`config.mk`:
```
export PLATFORM = sky130hd
export DESIGN_NAME = spi_sclk_prescaler
export DESIGN_NICKNAME = d
export VERILOG_FILES = /design/src/rtl/spipre_pkg.sv /design/src/rtl/spipre_decode.sv /design/src/rtl/spipre_fsm.sv /design/src/rtl/spi_sclk_prescaler.sv
export SDC_FILE = /design/constraint.sdc
export NUM_CORES = 1
export LEC_CHECK = 0
export ABC_AREA = 1
export BUFFER_PORTS_ARGS = -buffer_cell sky130_fd_sc_hd__buf_2
export CORE_MARGIN = 1
export CORE_UTILIZATION = 55
export CTS_CLUSTER_SIZE = 12
export DETAILED_ROUTE_END_ITERATION = 8
export GPL_TIMING_DRIVEN = 0
export PLACE_DENSITY = 0.76
export REMOVE_ABC_BUFFERS = 1
export SLEW_MARGIN = 20
export SYNTH_ARGS = -nofsm -noshare
export SYNTH_HDL_FRONTEND = slang
export SYNTH_SLANG_ARGS = --single-unit
```
`constraint.sdc`:
```
create_clock -name clk -period 2.22 [get_ports clk]
set_input_delay 0.666 -clock clk [delete_from_list [all_inputs] [get_ports clk]]
set_output_delay 0.666 -clock clk [all_outputs]
set_load 0.01 [all_outputs]
```
`src/rtl/spipre_pkg.sv`:
```
package spipre_pkg;
    typedef enum logic [1:0] {
        ST_IDLE = 2'd0,
        ST_RUN  = 2'd1,
        ST_HALT = 2'd2
    } pre_state_e;
endpackage

```
`src/rtl/spipre_decode.sv`:
```
module spipre_decode #(
    parameter int CFG_W    = 8,
    parameter int SPR_W    = 4,
    parameter int EXP_W    = 3,
    parameter int LEG_W    = 5,
    parameter int LEG_BASE = 16,
    parameter int MIN_DIV  = 4,
    parameter int DIV_W    = SPR_W + (1 << EXP_W) - 1
) (
    input  logic             ext_mode,
    input  logic [CFG_W-1:0] cfg,
    output logic [DIV_W-1:0] div,
    output logic             bad
);
    logic [LEG_W-1:0] leg_field;
    logic [DIV_W-1:0] leg_div;
    logic             leg_bad;
    logic [SPR_W-1:0] base_val;
    logic [EXP_W-1:0] exp_val;
    logic [DIV_W-1:0] ext_div;
    logic             ext_bad;

    always_comb begin
        // compact form: field holds base offset plus half the ratio
        leg_field = cfg[LEG_W-1:0];
        leg_div   = (DIV_W'(leg_field) - DIV_W'(LEG_BASE)) << 1;
        leg_bad   = (leg_field < LEG_W'(LEG_BASE)) || (leg_div < DIV_W'(MIN_DIV));
        // wide form: exponent bits sit on both sides of the untouched bit 5
        base_val  = cfg[SPR_W-1:0];
        exp_val   = {cfg[7:6], cfg[4]};
        ext_div   = DIV_W'(base_val) << exp_val;
        ext_bad   = (base_val == '0) || (ext_div < DIV_W'(MIN_DIV));
        div       = ext_mode ? ext_div : leg_div;
        bad       = ext_mode ? ext_bad : leg_bad;
    end
endmodule

```
`src/rtl/spipre_fsm.sv`:
```
module spipre_fsm
    import spipre_pkg::*;
#(
    parameter int DIV_W   = 11,
    parameter int MIN_DIV = 4
) (
    input  logic             clk,
    input  logic             rst_n,
    input  logic             xfer_active,
    input  logic [DIV_W-1:0] div_in,
    input  logic             bad_in,
    output logic             tick,
    output logic             invalid
);
    pre_state_e       state_q, state_d;
    logic [DIV_W-1:0] div_q;
    logic             bad_q;
    logic [DIV_W-1:0] cnt_q;
    logic             phase_q;
    logic             tick_q;
    logic [DIV_W-1:0] half_long, half_short, limit;
    logic             wrap;

    // state register
    always_ff @(posedge clk or negedge rst_n) begin
        if (!rst_n) state_q <= ST_IDLE;
        else        state_q <= state_d;
    end

    // next state
    always_comb begin
        state_d = state_q;
        unique case (state_q)
            ST_IDLE: if (xfer_active) state_d = bad_in ? ST_HALT : ST_RUN;
            ST_RUN:  if (!xfer_active) state_d = ST_IDLE;
            ST_HALT: if (!xfer_active) state_d = ST_IDLE;
            default: state_d = ST_IDLE;
        endcase
    end

    // half-period selection and strobe condition
    always_comb begin
        half_long  = (div_q + DIV_W'(1)) >> 1;
        half_short = div_q >> 1;
        limit      = phase_q ? half_short : half_long;
        wrap       = (state_q == ST_RUN) && xfer_active && (cnt_q == limit - DIV_W'(1));
    end

    // datapath and registered outputs
    always_ff @(posedge clk or negedge rst_n) begin
        if (!rst_n) begin
            div_q   <= DIV_W'(MIN_DIV);
            bad_q   <= 1'b0;
            cnt_q   <= '0;
            phase_q <= 1'b0;
            tick_q  <= 1'b0;
        end else begin
            tick_q <= wrap;
            if (state_q == ST_IDLE) begin
                div_q <= div_in;
                bad_q <= bad_in;
            end
            if ((state_q == ST_RUN) && xfer_active) begin
                if (wrap) begin
                    cnt_q   <= '0;
                    phase_q <= ~phase_q;
                end else begin
                    cnt_q <= cnt_q + DIV_W'(1);
                end
            end else begin
                cnt_q   <= '0;
                phase_q <= 1'b0;
            end
        end
    end

    assign tick    = tick_q;
    assign invalid = bad_q;
endmodule

```
`src/rtl/spi_sclk_prescaler.sv`:
```
module spi_sclk_prescaler #(
    parameter int CFG_W   = 8,
    parameter int SPR_W   = 4,
    parameter int EXP_W   = 3,
    parameter int MIN_DIV = 4
) (
    input  logic             clk,
    input  logic             rst_n,
    input  logic             xfer_active,
    input  logic             ext_mode,
    input  logic [CFG_W-1:0] cfg_byte,
    output logic             sclk_tick,
    output logic             cfg_invalid
);
    localparam int DIV_W = SPR_W + (1 << EXP_W) - 1;

    logic [DIV_W-1:0] dec_div;
    logic             dec_bad;

    spipre_decode #(
        .CFG_W(CFG_W), .SPR_W(SPR_W), .EXP_W(EXP_W),
        .LEG_W(5), .LEG_BASE(16), .MIN_DIV(MIN_DIV), .DIV_W(DIV_W)
    ) u_decode (
        .ext_mode(ext_mode),
        .cfg     (cfg_byte),
        .div     (dec_div),
        .bad     (dec_bad)
    );

    spipre_fsm #(
        .DIV_W(DIV_W), .MIN_DIV(MIN_DIV)
    ) u_fsm (
        .clk        (clk),
        .rst_n      (rst_n),
        .xfer_active(xfer_active),
        .div_in     (dec_div),
        .bad_in     (dec_bad),
        .tick       (sclk_tick),
        .invalid    (cfg_invalid)
    );
endmodule

```
==> impl_metrics.ini <==
[outcome]
status = complete, but fails checks
failed_checks = setup timing

[global_route]
grt_pass1_vias = 2190
track_usage = 0.2674
grt.overflow.total = 0
antenna_found_initial = 0
grt_pass1_wl_um = 9190
grt_max_degree = 28

[final_layout]
antennaDiodeCount = 0
ff_latch_area_um2 = 678.2
finish.utilization = 0.6913
multi_input_area_um2 = 1593
fin_nets = 412
nFillCells = 339
layout-drive-gt1-share = 0.2513
area_delta_synth_final_pct = 20.11

[floorplan]
initial_core_util = 0.5755
floorplan.rows = 23
fp.dieH_um = 66.70
num_io_pins = 14
die_w_um = 66.70
dieArea_um2 = 4449
core_um2 = 4000

[route]
wl_per_cell_um = 12.52
route.detailed.drc = 0
dr_total_vias = 2376
post_drt_via_cell_ratio = 5.351
drt_iter0_drc = 113
detail-route-antenna-nets = 0
drt_pass1_iterations = 4
wirelength_um = 5557

[setup_path]
reg2reg_from = u_fsm.div_q[1]
critPathRequiredTime_ns = 2.39
cp.arrival_ns = 2.46
slowest_stage = dfrtp_1
critical_path.max_fanout = 6
crit_path_end_kind = flop
cp-start-kind = flop
max_stage_delay_ns = 0.43
crit_path_start = u_fsm.div_q[1]
path_buf_inv = 1
path_cells = ha_4 > o21ai_4 > ha_4 > nand3_4 > inv_2 > nand2_4 > nor2_4 > nand2_2 > nand3_1 > nand2_1 > nor2_2 > nand3_4 > nand2_4 > nor2_2
crit_family = simple AND/OR/NAND/NOR gates
critPathKind = flop to flop

[place]
hpwl_um = 3946
numPortBuffers = 12
place_ws_ns = -0.4424
place_congestion = 0.8858

[clock_tree]
clkLatencyLatePin_ns = 0.28
cts_root_buf = clkbuf_8
clock_sinks = 27
htreeDepth = 1
postCtsHoldBufs = 0
cts_buffers = 3
clkTransAtPathRegs_ns = 0.10
ctsLongestPathBuffers = 2
cts_tree = done

[worst_hold_path]
holdCritPathClass = input pin to asynchronous set/reset pin

[power_and_ir_drop]
intPower_mw = 1.429
comb_power_share = 0.637
swShare = 0.5102
clkPwrFrac = 0.099
pwr_density_cell_nw_per_um2 = 1055
p_switching_mw = 1.489
static-leakage-power_nw = 1.346
power.share.sequential = 0.263
ir_drop_v = 0.0005885

[sta]
tns_ns = -0.6492
relSlewSlack = 0.5934
fmax_mhz = 437.4
final_hold_viol_count = 0
min_period_over_period = 1.030
rsz0062_at_grt = true
finalSetupViolCount = 13
fin_ws_ns = -0.06605
drv_slew = 0
skew_ns = 0.01221
worstMarginPinSlew_ns = 0.6098
min_period_ns = 2.286

[synthesis]
yosys.area.top_type = dfrtp_1
syn_area_um2 = 2302
ys_ff_latch = 27
syn_area_per_cell_um2 = 6.256
ys_top_cells_by_area = dfrtp_1, nand2_1, inv_1
syn_inst = 368
seq_area_frac_synth = 0.2940
yosys_warnings = 0
yosysTopAreaCellShare = 0.2826
synthDistinctLibCells = 29

[job]
max_cap_violations = 0
[cells in the final DEF, fill, tap and decap left out, types with 4 or more instances in the layout]
cell,synthesis,routed
nor2_1,26,21
nand2_2,8,17
buf_4,0,14
nand2_1,122,108
nand4_1,10,10
nand2_4,0,5
a22oi_1,5,5
nand3_1,37,33
nand3_2,4,4
inv_1,53,51
inv_2,3,6
buf_2,0,12
a21oi_1,9,7
xor2_1,5,5
nor2_4,3,8
nor2_2,15,15
dfrtp_1,26,25
nand3_4,0,4
o21ai_0,14,12
[sequential cells by signal, summed over array words and instances, names as in the netlist]
register,cells
u_fsm.cnt_q,11
u_fsm.div_q,11
u_fsm.invalid,1
u_fsm.phase_q,1
u_fsm.state_q,2
u_fsm.tick,1
[path summary, 6_finish.rpt]
kind | end | slack (ns) | cells after the start
min | u_fsm.cnt_q[7] | 0.38 | 1
min reg2reg | u_fsm.invalid | 0.50 | 2
max reg2reg | u_fsm.cnt_q[3] | -0.07 | 14
min in group clk | u_fsm.invalid | 0.50 | 2
max | u_fsm.cnt_q[3] | -0.07 | 14
max in group asynchronous | u_fsm.phase_q | 1.41 | 1
[routing by layer]
metal	wire (µm)	share of wire	GRT usage	up-vias
met2	2846	0.51	0.4710	47
li1	-	-	-	1221
met5	0	0	0	-
met1	2477	0.45	0.3309	1095
met4	132	0.024	0.1064	0
met3	100	0.018	0.02568	13
[cell families (layout without fill, tap and decap cells)]
kind of cell | after synthesis | after routing | share of synthesized area
mux | 1 | 1 | 0.004348
compound gates | 35 | 35 | 0.08642
simple gates | 230 | 231 | 0.4554
xor+xnor | 7 | 7 | 0.02663
fa+ha+maj | 5 | 5 | 0.02717
buf+inv | 63 | 88 | 0.1060
flops | 27 | 27 | 0.2940
[stage by stage]
stage | area [µm²] | instances | power (mW) | hold WS, ns
2_1_floorplan | 2276 | 363 | 1.849 | 0.3704
3_3_place_gp | 2399 | 425 | 2.110 | 0.4652
3_5_place_dp | 2399 | 425 | 2.158 | 0.4750
4_1_cts | 2614 | 436 | 2.668 | 0.4033
5_1_grt | 2765 | 444 | 3.190 | 0.4314
6_report | 2765 | 444 | 2.918 | 0.3812
[power by group through the flow]
stage / clock network [mW] / registers, mW / logic, mW
6_report: 0.289 / 0.769 / 1.86
5_1_grt: 0.316 / 0.790 / 2.08
4_1_cts: 0.299 / 0.760 / 1.61
3_5_place_dp: 0 / 0.768 / 1.39
3_3_place_gp: 0 / 0.762 / 1.35
2_1_floorplan: 0 / 0.743 / 1.11
[cell type report]
class,count,area share
clock inverter,1,0.002715
inverter,58,0.07873
multi-input combinational,279,0.5760
tap,50,0.02262
timing repair buffer,26,0.05973
clock buffer,3,0.01493
sequential,27,0.2452
[synthesized netlist by cell type]
cell      count
a21boi_0      1
a21oi_1       9
a22oi_1       5
buf_6         1
clkbuf_1      4
clkinv_1      2
dfrtp_1      26
dfstp_2       1
ha_1          5
inv_1        53
inv_2         3
mux2i_1       1
nand2_1     122
nand2_2       8
nand3_1      37
nand3_2       4
nand4_1      10
nor2_1       26
nor2_2       15
nor2_4        3
nor3_1        3
o21ai_0      14
o21ai_1       2
o21bai_1      1
o22ai_1       2
o311ai_0      1
or2_2         2
xnor2_1       2
xor2_1        5
[timing repair]
item                       4_1_cts  5_1_grt
setup buffers                    6        8
setup endpoints to repair       13       15
pin swaps                       12       26
resized for setup               24       28
gates cloned                     1        0
(Power assumes the default switching activity.)
